File: config.mk
export PLATFORM = sky130hd
export DESIGN_NAME = serial_rx_os
export DESIGN_NICKNAME = d
export VERILOG_FILES = /design/src/rtl/serial_rx_pkg.sv /design/src/rtl/serial_rx_sync.sv /design/src/rtl/serial_rx_tick.sv /design/src/rtl/serial_rx_frame.sv /design/src/rtl/serial_rx_os.sv
export SDC_FILE = /design/constraint.sdc
export NUM_CORES = 1
export LEC_CHECK = 0
export BUFFER_PORTS_ARGS = -buffer_cell sky130_fd_sc_hd__clkbuf_2
export CORE_MARGIN = 3
export CORE_UTILIZATION = 52
export DETAILED_ROUTE_END_ITERATION = 12
export PLACE_DENSITY = 0.85
export SLEW_MARGIN = 30
export SYNTH_ARGS = -nofsm -noshare
export SYNTH_HDL_FRONTEND = slang
export SYNTH_SLANG_ARGS = --single-unit
File: constraint.sdc
create_clock -name clk_i -period 2.2 [get_ports clk_i]
set_clock_uncertainty 0.1 [all_clocks]
set_input_delay 0.66 -clock clk_i [delete_from_list [all_inputs] [get_ports clk_i]]
set_output_delay 0.66 -clock clk_i [all_outputs]
set_load 0.02 [all_outputs]
File: src/rtl/serial_rx_pkg.sv
package serial_rx_pkg;
  typedef enum logic [2:0] {
    ST_IDLE,
    ST_START,
    ST_DATA,
    ST_PARITY,
    ST_STOP1,
    ST_STOP2
  } rx_state_e;
endpackage

File: src/rtl/serial_rx_sync.sv
module serial_rx_sync #(
  parameter logic RESET_VAL = 1'b1
) (
  input  logic clk_i,
  input  logic rst_ni,
  input  logic d_i,
  output logic q_o
);
  logic meta_q, sync_q;

  always_ff @(posedge clk_i or negedge rst_ni) begin
    if (!rst_ni) begin
      meta_q <= RESET_VAL;
      sync_q <= RESET_VAL;
    end else begin
      meta_q <= d_i;
      sync_q <= meta_q;
    end
  end

  assign q_o = sync_q;
endmodule

File: src/rtl/serial_rx_tick.sv
module serial_rx_tick #(
  parameter int DIV_W = 12
) (
  input  logic             clk_i,
  input  logic             rst_ni,
  input  logic [DIV_W-1:0] divisor_i,
  output logic             tick_o
);
  logic [DIV_W-1:0] cnt_q;

  assign tick_o = (cnt_q >= divisor_i);

  always_ff @(posedge clk_i or negedge rst_ni) begin
    if (!rst_ni)     cnt_q <= '0;
    else if (tick_o) cnt_q <= '0;
    else             cnt_q <= cnt_q + 1'b1;
  end
endmodule

File: src/rtl/serial_rx_frame.sv
module serial_rx_frame
  import serial_rx_pkg::*;
#(
  parameter int DATA_W = 9
) (
  input  logic              clk_i,
  input  logic              rst_ni,
  input  logic              tick_i,
  input  logic              line_i,
  input  logic              double_speed_i,
  input  logic [3:0]        data_bits_i,
  input  logic              parity_en_i,
  input  logic              parity_odd_i,
  input  logic              two_stop_i,
  output logic [DATA_W-1:0] data_o,
  output logic              valid_o,
  output logic              parity_err_o,
  output logic              frame_err_o
);
  localparam int IDX_W = $clog2(DATA_W);

  rx_state_e         state_q;
  logic [3:0]        sub_q;
  logic [IDX_W-1:0]  idx_q;
  logic [DATA_W-1:0] shift_q;
  logic              prev_q, par_q;
  logic [3:0]        last_tick, mid_tick, nbits;
  logic [IDX_W-1:0]  last_idx;
  logic              exp_par, at_end;

  always_comb begin
    last_tick = double_speed_i ? 4'd7 : 4'd15;
    mid_tick  = double_speed_i ? 4'd3 : 4'd7;
    if (data_bits_i < 4'd5)      nbits = 4'd5;
    else if (data_bits_i > 4'd9) nbits = 4'd9;
    else                         nbits = data_bits_i;
    last_idx = IDX_W'(nbits - 4'd1);
    exp_par  = (^shift_q) ^ parity_odd_i;
    at_end   = (sub_q == last_tick);
  end

  always_ff @(posedge clk_i or negedge rst_ni) begin
    if (!rst_ni) begin
      state_q      <= ST_IDLE;
      sub_q        <= '0;
      idx_q        <= '0;
      shift_q      <= '0;
      prev_q       <= 1'b1;
      par_q        <= 1'b0;
      data_o       <= '0;
      valid_o      <= 1'b0;
      parity_err_o <= 1'b0;
      frame_err_o  <= 1'b0;
    end else begin
      valid_o      <= 1'b0;
      parity_err_o <= 1'b0;
      frame_err_o  <= 1'b0;
      if (tick_i) begin
        unique case (state_q)
          ST_IDLE: begin
            prev_q <= line_i;
            sub_q  <= '0;
            if (prev_q && !line_i) state_q <= ST_START;
          end
          ST_START: begin
            if (sub_q == mid_tick) begin
              sub_q <= '0;
              if (line_i) begin
                state_q <= ST_IDLE;   // glitch
                prev_q  <= 1'b1;
              end else begin
                state_q <= ST_DATA;
                idx_q   <= '0;
                shift_q <= '0;
              end
            end else sub_q <= sub_q + 1'b1;
          end
          ST_DATA: begin
            if (at_end) begin
              sub_q          <= '0;
              shift_q[idx_q] <= line_i;
              idx_q          <= idx_q + 1'b1;
              if (idx_q == last_idx) state_q <= parity_en_i ? ST_PARITY : ST_STOP1;
            end else sub_q <= sub_q + 1'b1;
          end
          ST_PARITY: begin
            if (at_end) begin
              sub_q   <= '0;
              par_q   <= line_i;
              state_q <= ST_STOP1;
            end else sub_q <= sub_q + 1'b1;
          end
          ST_STOP1: begin
            if (at_end) begin
              sub_q        <= '0;
              data_o       <= shift_q;
              valid_o      <= 1'b1;
              frame_err_o  <= !line_i;
              parity_err_o <= parity_en_i && (par_q != exp_par);
              prev_q       <= line_i;
              state_q      <= two_stop_i ? ST_STOP2 : ST_IDLE;
            end else sub_q <= sub_q + 1'b1;
          end
          ST_STOP2: begin
            if (at_end) begin
              sub_q   <= '0;
              prev_q  <= line_i;
              state_q <= ST_IDLE;
            end else sub_q <= sub_q + 1'b1;
          end
          default: state_q <= ST_IDLE;
        endcase
      end
    end
  end
endmodule

File: src/rtl/serial_rx_os.sv
module serial_rx_os #(
  parameter int DIV_W  = 12,
  parameter int DATA_W = 9
) (
  input  logic              clk_i,
  input  logic              rst_ni,
  input  logic              rx_i,
  input  logic [DIV_W-1:0]  divisor_i,
  input  logic              double_speed_i,
  input  logic [3:0]        data_bits_i,
  input  logic              parity_en_i,
  input  logic              parity_odd_i,
  input  logic              two_stop_i,
  output logic [DATA_W-1:0] data_o,
  output logic              valid_o,
  output logic              parity_err_o,
  output logic              frame_err_o
);
  logic line_s, tick_s;

  serial_rx_sync #(.RESET_VAL(1'b1)) u_sync (
    .clk_i (clk_i),
    .rst_ni(rst_ni),
    .d_i   (rx_i),
    .q_o   (line_s)
  );

  serial_rx_tick #(.DIV_W(DIV_W)) u_tick (
    .clk_i    (clk_i),
    .rst_ni   (rst_ni),
    .divisor_i(divisor_i),
    .tick_o   (tick_s)
  );

  serial_rx_frame #(.DATA_W(DATA_W)) u_frame (
    .clk_i         (clk_i),
    .rst_ni        (rst_ni),
    .tick_i        (tick_s),
    .line_i        (line_s),
    .double_speed_i(double_speed_i),
    .data_bits_i   (data_bits_i),
    .parity_en_i   (parity_en_i),
    .parity_odd_i  (parity_odd_i),
    .two_stop_i    (two_stop_i),
    .data_o        (data_o),
    .valid_o       (valid_o),
    .parity_err_o  (parity_err_o),
    .frame_err_o   (frame_err_o)
  );
endmodule

==> summary.md, run 1 <==
| Metric | Value |
|---|---|
| Via count | between 2000 and 3000 |
| Post-synthesis sequential area ratio | about 42% |
| H-tree depth | 2 |
| Initial core utilization | ~55% |
| Post-synth top area share | 39.3% |
| Max-slew violations | 0 |
| YS warnings | 0 |
| Crit path max fanout | 6 |
| Critical Path RT | 2.31 ns |
| GR peak layer | met2 |
| Num CTS Buffers | 5 |
| Fin nets | 406 |
| Fin Setup TNS | -0.0224 ns |
| I/O pins | 35 |
| Die area | 6430 sq um |
| Flip-flop and latch count after synthesis | 48 |
| Main flop type after synthesis | dfrtp_1 |
| Most common cell in the netlist | dfrtp_1 |
| GRT Resource Usage Total | 21.7% |
| Met2 Use GR | a little over a third |
| Placed Cells | 423 |
| Cell Area, Placed | 3490 sq um |
| Cell repeated most along the worst path | o21ai_2 |
| Row count | 26 |
| Final wirelength | about 7000 um |
| DR iter-0 viols | 285 |
| Area of the mapped netlist | 2860 sq um |
| Layout cells sized above 1 | 34.5% |
| Chip height | around 80 um |
| Grt total ovfl | 0 |
| Met3 Track Usage GR | 3.81% |
| DRT Pass-1 Iters | 5 |
| Synth Net Count | 343 |
| Final Instance Area | 3730 sq um |
| Netlist cell types | 49 |
| CP max-delay cell | mux2_2 |
| Die W | 80.2 um |
| FMAX | approximately 0.45 GHz |
| Antenna fix cells | 0 |
| CTS root buffer | clkbuf_8 |
| Worst slew pin tran | 0.545 ns |
| Met1 Usage GRT | 28.8% |
| Top cells by area, synth | dfrtp_1, ha_1, xnor2_1 |
| Failing checks | negative setup slack |
| WL per Instance | between 15 and 20 um |
| Buffers on Ports | 34 |
| Fin crit period | 2.22 ns |
| Setup violations, final | 3 |
| CP endpoint kind | flop |
| DRC | 0 |
| First-pass GRT wire length | 11000 um |
| CTS tree | yes |
| Worst Path Arrival | around 2.3 ns |
| Final Util | 71.7% |
| Final Cycle Share | 101% |
| Area Overhead vs Synth | 30.3% |
| Max-Cap Viols | 0 |
| Post-route ant nets | 0 |
| EDFF count, synth | 0 |
| Critical Path Start Type | input pin |
| Dpl hpwl | 4830 um |
| Status | finished, violations left |
| Crit-path cells | clkbuf_2 > inv_1 > ha_1 > a211oi_2 > o21ai_2 > a41oi_2 > o21ai_2 > nand4_1 > buf_6 > clkbuf_16 > mux2_2 |
| Clk_lat worst skew | 0.31 ns |
| RSZ-0062 raised after global routing | yes |
| Final WS setup | -0.0171 ns |
| Post-CTS Hold Buffers | 0 |
| Synth async-reset ratio | 100% |
| Hold slack | 0.210 ns |
| Reg clk slew, reported paths | 0.10 ns |
| Critical path class | in2reg |
| Most frequent cells after synthesis | dfrtp_1, nor2_1, ha_1, inv_1, nand3_1 |
| Pwr/cell area | approximately 800 nW/um^2 |
| Mean post-synth cell area | 9.51 sq um |
| LEAKAGE | 1.75 nW |
| Vias in the first global route | 2409 |
| Vias per cell | roughly 5.8 |
| Post-Synthesis Cells | 301 |
| Rel. slew slack | 63.7% |
| Pre-CTS setup slack | -0.371 ns |
| Core ar. | between 5000 and 6000 sq um |
| Antenna violations before repair | 0 |
| Peak supply drop | between 0.5 and 0.6 mV |
| Final Power | 2.98 mW |
| CP peak stage delay | 0.33 ns |
| Top cell type by total area after synthesis | dfrtp_1 |
| Non-filler cells, final | 435 |
| Routability congestion estimate from global placement | 0.902 |
| Total clock sinks | 48 |
| Largest net degree at the start of global routing | 31 |
| Clock Path Buffers | 2 |
| Final Hold Vio Count | 0 |
| Worst hold path type | in2async |
-- sequential cells by signal (all words and copies together) (netlist names), 3 cells and up --
name / count
u_frame.state_q: 3
u_tick.cnt_q: 12
u_frame.shift_q: 9
u_frame.idx_q: 4
u_frame.sub_q: 4
u_frame.data_o: 9
-- layer usage --
metal / vias up / share of wire (%)
met5: - / 0
met4: 0 / 1.8
met3: 16 / 4.8
met2: 95 / 50
met1: 1202 / 43
li1: 1194 / -
-- worst max-delay path: cells and delay by family --
family	cells	cell delay, ns
and+or+nand+nor	1	0.10
muxes	1	0.33
buffers and inverters	4	0.40
adders and majority gates	1	0.21
AOI/OAI and AO/OA	4	0.63
-- kinds of logic (layout without fill, tap and decap cells) --
| kind of cell | Yosys count | after routing | share of synthesized area (%) |
|---|---|---|---|
| simple gates | 91 | 91 | 16.5 |
| compound gates | 72 | 72 | 15.7 |
| flops | 48 | 48 | 42.1 |
| buf+inv | 33 | 97 | 4.76 |
| xor+xnor | 26 | 26 | 7.95 |
| fa+ha+maj | 19 | 19 | 8.30 |
| mux | 12 | 12 | 4.72 |
-- power by group --
| group | switching (mW) | internal [mW] | total [mW] |
|---|---|---|---|
| registers | 0.140 | 1.02 | 1.16 |
| clock network | 0.339 | 0.343 | 0.682 |
| logic | 0.586 | 0.552 | 1.14 |
| total | 1.07 | 1.92 | 2.98 |
-- final cells by class --
cell class | instances | area [sq um]
fill | 364 | 1470
inverter | 19 | 101
tap | 70 | 87.6
clock buffer | 5 | 68.8
clock inverter | 3 | 46.3
multi-input combinational | 220 | 1720
timing repair buffer | 70 | 500
sequential | 48 | 1200
-- path summary, 6_finish.rpt --
path / slack (ns) / cells after the start / endpoint / from
max in group asynchronous: 1.18 / 2 / u_frame.prev_q / rst_ni
min: 0.21 / 1 / u_frame.data_o[4] / rst_ni
min in group clk_i: 0.26 / 0 / u_sync.q_o / u_sync.meta_q
max reg2reg: 0.01 / 9 / u_frame.data_o[1] / u_tick.cnt_q[2]
min reg2reg: 0.26 / 0 / u_sync.q_o / u_sync.meta_q
max: -0.02 / 11 / u_frame.data_o[1] / divisor_i[3]
-- cell usage in the layout (no fill, tap or decap), types with 3 or more instances in the layout --
cell      count
mux2_4        7
dfstp_2       3
o21ai_2       3
inv_1        13
nand2b_1      4
clkbuf_2     29
xnor2_1      16
mux2_2        5
inv_8         3
a31oi_1       3
a21o_1        4
nand2_1      11
ha_4          7
dfrtp_1      45
clkbuf_8      5
buf_4        35
o21ai_1      11
nor2_1       26
nand4_1       7
a21oi_1      16
xor2_1       10
o21ai_0       8
o31ai_1       9
ha_1         12
nand3_1      18
and3_1        4
-- what timing repair did --
item,CTS,global route
buffers inserted,0,3
gates cloned,0,1
resized for setup,1,21
pin swaps,0,13
setup endpoints to repair,8,19
No activity file was read; power rests on OpenSTA's default activity.
==> run 2: changes to the inputs <==
- REMOVE_ABC_BUFFERS: default -> 1
==> summary.md, run 2 (same netlist as run 1, synthesis figures left out) <==
| Metric | Value |
|---|---|
| Status | finished, violations left |
| Failing checks | negative setup slack |
| Most frequent cells in the layout | dfrtp_1, clkbuf_2, nor2_1 |
| Largest Register | u_tick.cnt_q |
| Die area | 6430 sq um (unchanged) |
| H-tree depth | 2 (unchanged) |
| Buffers on Ports | 34 (unchanged) |
| Vias in the first global route | 2443 (+1.4%) |
| Core ar. | 5200 sq um (unchanged) |
| Dpl hpwl | 4510 um (-6.6%) |
| Cell Area, Placed | 3310 sq um (-5.1%) |
| FILL cells | 322 (-12%) |
| Antenna violations before repair | 0 (unchanged) |
| CTS root buffer | clkbuf_8 |
| NetSw | 1.17 mW (+10%) |
| Die W | 80.2 um (unchanged) |
| Largest net degree at the start of global routing | 49 (+58%) |
| CTS tree | yes |
| Placed Cells | 422 (-0.24%) |
| Register area | 1200 sq um (unchanged) |
| Initial core utilization | 55.0% (unchanged) |
| Chip height | 80.2 um (unchanged) |
| Sw frac | 36.1% (+0.41 points) |
| DRT Pass-1 Iters | 4 (-1) |
| Total clock sinks | 48 (unchanged) |
| Critical Path Start Type | input pin |
| FMAX | 0.444 GHz (-1.5%) |
| Reg clk slew, reported paths | 0.10 ns (about the same) |
| LEAKAGE | 1.75 nW (+0.52%) |
| Worst hold path type | in2async |
| DR iter-0 viols | 189 (-34%) |
| Clock Path Buffers | 2 (unchanged) |
| Peak supply drop | 0.551 mV (-4.1%) |
| Num CTS Buffers | 5 (unchanged) |
| Worst Path Arrival | 2.38 ns (+0.06 ns) |
| Final Hold Vio Count | 0 (unchanged) |
| Pwr/cell area | 842 nW/um^2 (+5.3%) |
| GRT Resource Usage Total | 21.1% (-0.65 points) |
| Crit path max fanout | 5 (-1) |
| Final Instance Area | 3850 sq um (+3.3%) |
| Area Overhead vs Synth | 34.6% |
| Cell internal pwr | 2.07 mW (+8.1%) |
| Row count | 26 (unchanged) |
| Via count | 2605 (+3.9%) |
| CP endpoint kind | flop |
| Critical Path RT | 2.33 ns (+0.02 ns) |
| Routability congestion estimate from global placement | 0.900 (-0.14%) |
| Max-Cap Viols | 0 (unchanged) |
| Combinational power share | 40.1% (+1.9 points) |
| Clk network pwr share | 24.0% (+1.1 points) |
| Max-slew violations | 0 (unchanged) |
| Fin crit period | 2.25 ns (+0.0348 ns) |
| Vias per cell | 6.03 (+4.6%) |
| I/O pins | 35 (unchanged) |
| Setup violations, final | 9 (+6) |
| Most common cell after layout, fill and taps aside | dfrtp_1 |
| Layout cells sized above 1 | 39.2% (+4.7 points) |
| Final wirelength | 7850 um (+14%) |
| Rel. slew slack | 62.4% (-1.2 points) |
| Antenna fix cells | 0 (unchanged) |
| Fin Setup TNS | -0.270 ns (-0.247 ns) |
| Final Cycle Share | 102% (+1.6 points) |
| Grt total ovfl | 0 (unchanged) |
| WL per Instance | 18.2 um (+15%) |
| Final Util | 74.0% (+2.3 points) |
| First-pass GRT wire length | 10900 um (-1.6%) |
| Post-route ant nets | 0 (unchanged) |
| DRC | 0 (unchanged) |
| Worst slew pin tran | 0.562 ns (+0.0166 ns) |
| Final WS setup | -0.0519 ns (-0.0348 ns) |
| Critical path class | in2reg |
| Final Power | 3.24 mW (+8.8%) |
| Biggest regs | u_tick.cnt_q x12, u_frame.data_o x9, u_frame.shift_q x9 |
| Clk_lat worst skew | 0.31 ns (about the same) |
| Sequential share of power | 35.9% (-3.1 points) |
| Max FFs per register | 12 (unchanged) |
| Fin nets | 403 (-0.74%) |
| RSZ-0062 raised after global routing | yes |
| Multi-input logic area | 1880 sq um (+9.2%) |
| Non-filler cells, final | 432 (-0.69%) |
-- run 2: cell types whose count changed in the layout (fill, tap and decap cells not counted), sizes merged --
cell | before | now
or3 | 2 | 3
buf | 40 | 34
clkinvlp | 1 | 0
clkbuf | 35 | 37
bufinv | 1 | 2
-- run 2: per-layer routing --
metal / up-vias / GRT usage [%] / routed length (um)
met2: 117 / 35.1 / 4000
met1: 1268 / 28.0 / 3180
met3: 21 / 3.81 / 407
met5: - / 0 / 0
li1: 1199 / - / -
met4: 0 / 5.91 / 262
-- run 2: through the flow --
| stage | hold slack [ns] | setup WS, ns |
|---|---|---|
| 4_1_cts | 0.233 | -0.0147 |
| 5_1_grt | 0.229 | -0.135 |
| 2_1_floorplan | 0.245 | -1.62 |
| 6_report | 0.215 | -0.0519 |
| 3_3_place_gp | 0.246 | -0.442 |
| 3_5_place_dp | 0.247 | -0.522 |
-- run 2: worst max-delay path: stages --
cell and delay, ns:
buf_6 0.07, inv_2 0.04, ha_4 0.27, nand2_2 0.06, o21ai_2 0.12, a41oi_2 0.15
o21a_2 0.29, buf_6 0.14, or3_4 0.37, o21ai_1 0.22
-- run 2: power by group through the flow --
stage | Sequential, mW | Combinational, mW | Clock [mW]
floorplan | 1.16 | 0.535 | 0
global placement | 1.14 | 0.927 | 0
detailed placement | 1.15 | 0.976 | 0
CTS | 1.14 | 1.05 | 0.781
global route | 1.18 | 1.42 | 0.821
finish | 1.16 | 1.30 | 0.780
-- run 2: final cells by class --
cell class                 count  share of cell area (%)
timing repair buffer          66                    12.2
tap                           70                    2.27
multi-input combinational    221                    48.8
clock inverter                 3                    1.79
inverter                      19                    1.85
sequential                    48                    31.3
clock buffer                   5                    1.79
-- run 2: worst paths after layout --
path | startpoint | slack, ns | cells after the start | end
max | divisor_i[2] | -0.05 | 10 | u_frame.shift_q[6]
min | rst_ni | 0.22 | 2 | u_frame.data_o[0]
max reg2reg | u_tick.cnt_q[2] | -0.04 | 8 | u_frame.shift_q[6]
min reg2reg | u_sync.meta_q | 0.26 | 0 | u_sync.q_o
max in group asynchronous | rst_ni | 1.50 | 2 | u_frame.prev_q
min in group clk_i | u_sync.meta_q | 0.26 | 0 | u_sync.q_o
-- run 2: repair_timing --
item                       4_1_cts  5_1_grt
hold buffers                     0        0
pin swaps                       13       19
setup endpoints to repair       34       30
resized for setup               18       58
setup buffers                    0        1
gates cloned                     0        1
==> run 3: changes to the inputs <==
- GPL_ROUTABILITY_DRIVEN: default -> 1
- RECOVER_POWER: default -> 50
==> summary.md, run 3 (same netlist as run 1, synthesis figures left out) <==
| Metric | Value |
|---|---|
| Status | finished, violations left |
| Failing checks | negative setup slack |
| Critical Path Start Type | input pin |
| Final WS setup | -0.0548 ns (-0.00287 ns) |
| FMAX | 0.444 GHz (-0.13%) |
| WL per Instance | 18.2 um (about the same) |
| Layout cells sized above 1 | 39.2% (unchanged) |
| DRT Pass-1 Iters | 4 (unchanged) |
| DRC | 0 (unchanged) |
| Worst slew pin tran | 1.16 ns (+0.602 ns) |
| Setup violations, final | 9 (unchanged) |
| Total clock sinks | 48 (unchanged) |
| Max-slew violations | 0 (unchanged) |
| Grt total ovfl | 0 (unchanged) |
| Core ar. | 5200 sq um (unchanged) |
| CP endpoint kind | flop |
| Dpl hpwl | 4510 um (unchanged) |
| Most common cell after layout, fill and taps aside | dfrtp_1 |
| Row count | 26 (unchanged) |
| H-tree depth | 2 (unchanged) |
| Post-CTS Hold Buffers | 0 (unchanged) |
| Hold slack | 0.264 ns (+0.0488 ns) |
| Area Overhead vs Synth | 34.0% |
| Buffers on Ports | 34 (unchanged) |
| Final Power | 3.24 mW (-0.20%) |
| Pwr/cell area | 844 nW/um^2 (+0.19%) |
| CTS tree | yes |
| Worst hold path type | reg2reg |
| Multi-input logic area | 1880 sq um (unchanged) |
| Clk_lat worst skew | 0.31 ns (about the same) |
| FILL cells | 323 (+0.31%) |
| Crit path max fanout | 5 (unchanged) |
| Most frequent cells in the layout | dfrtp_1, clkbuf_2, nor2_1 |
| Routability congestion estimate from global placement | 0.900 (unchanged) |
| Biggest regs | u_tick.cnt_q x12, u_frame.data_o x9, u_frame.shift_q x9 |
| Post-route ant nets | 0 (unchanged) |
| I/O pins | 35 (unchanged) |
| Max FFs per register | 12 (unchanged) |
| Final Cycle Share | 102% (+0.13 points) |
| Worst Path Arrival | 2.38 ns (about the same) |
| First-pass GRT wire length | 10900 um (unchanged) |
| DR iter-0 viols | 257 (+36%) |
| Clock Path Buffers | 2 (unchanged) |
| CTS root buffer | clkbuf_8 |
| Vias per cell | 6.01 (-0.31%) |
| Peak supply drop | 0.549 mV (-0.37%) |
| Final Hold Vio Count | 0 (unchanged) |
| Largest Register | u_tick.cnt_q |
| Largest net degree at the start of global routing | 49 (unchanged) |
| Antenna violations before repair | 0 (unchanged) |
| Fin crit period | 2.25 ns (+0.00287 ns) |
| Die W | 80.2 um (unchanged) |
| Vias in the first global route | 2443 (unchanged) |
| LEAKAGE | 1.75 nW (-0.30%) |
| Via count | 2597 (-0.31%) |
| Die area | 6430 sq um (unchanged) |
| Antenna fix cells | 0 (unchanged) |
| Final wirelength | 7850 um (about the same) |
| Critical Path RT | 2.33 ns (about the same) |
| Reg clk slew, reported paths | 0.10 ns (about the same) |
| Max-Cap Viols | 0 (unchanged) |
| Initial core utilization | 55.0% (unchanged) |
| GRT Resource Usage Total | 21.1% (unchanged) |
| Num CTS Buffers | 5 (unchanged) |
| Chip height | 80.2 um (unchanged) |
| Critical path class | in2reg |
| Rel. slew slack | 22.4% (-40 points) |
| Register area | 1200 sq um (unchanged) |
| Fin nets | 403 (unchanged) |
| RSZ-0062 raised after global routing | yes |
-- run 3: changes by cell type in the layout (fill, tap and decap cells not counted), sizes merged --
cell,delta
buf,-1
clkbuf,+1
-- run 3: worst paths after layout --
check                           startpoint            endpoint  slack, ns  depth (start not counted)
setup / recovery              divisor_i[7]  u_frame.shift_q[6]      -0.05                         10
hold / removal               u_sync.meta_q          u_sync.q_o       0.26                          0
setup reg to reg           u_tick.cnt_q[2]  u_frame.shift_q[6]      -0.04                          8
min in group asynchronous           rst_ni   u_frame.data_o[0]       0.55                          2
hold reg to reg              u_sync.meta_q          u_sync.q_o       0.26                          0
max in group asynchronous           rst_ni  u_frame.state_q[0]       0.73                          2
-- run 3: through the flow --
| step | instances | TNS, ns | setup slack [ns] | util [%] | instance area, sq um |
|---|---|---|---|---|---|
| finish | 432 | -0.289 | -0.0548 | 73.7 | 3840 |
| global route | 432 | -1.56 | -0.135 | 73.7 | 3840 |
| CTS | 430 | -0.0621 | -0.0147 | 67.9 | 3530 |
| detailed placement | 422 | -19.09 | -0.522 | 63.7 | 3310 |
| global placement | 422 | -15.87 | -0.442 | 63.7 | 3310 |
| floorplan | 287 | -36.66 | -1.62 | - | 2800 |
-- run 3: per-layer routing --
layer	wire, um	track usage [%]	vias up
met5	0	0	-
met4	280	5.91	0
met3	327	3.81	27
met2	3980	35.1	99
met1	3260	28.0	1274
li1	-	-	1197
-- run 3: layout make-up --
class / instances / share of cell area (%)
clock buffers: 5 / 1.79
well taps: 70 / 2.28
inverters: 19 / 1.86
clock inverters: 3 / 1.79
repair buffers: 66 / 11.9
flip-flops and latches: 48 / 31.4
multi-input cells: 221 / 49.0
-- run 3: where the power goes --
group | total (mW) | internal [mW] | switching (mW)
combinational | 1.29 | 0.586 | 0.707
sequential | 1.16 | 1.02 | 0.139
clock | 0.781 | 0.458 | 0.324
-- run 3: critical path, cell delays in order --
cell      delay [ns]
clkbuf_2        0.09
inv_2           0.04
ha_4            0.27
nand2_4         0.06
nor2_4          0.09
a41oi_2         0.16
o21a_2          0.29
buf_6           0.14
or3_4           0.37
o21ai_1         0.22
-- run 3: timing repair --
item | 4_1_cts | 5_1_grt
setup endpoints to repair | 34 | 30
resized for setup | 18 | 58
buffers inserted | 0 | 1
hold endpoints to repair | 0 | 0
pin swaps | 13 | 19
cloned | 0 | 1
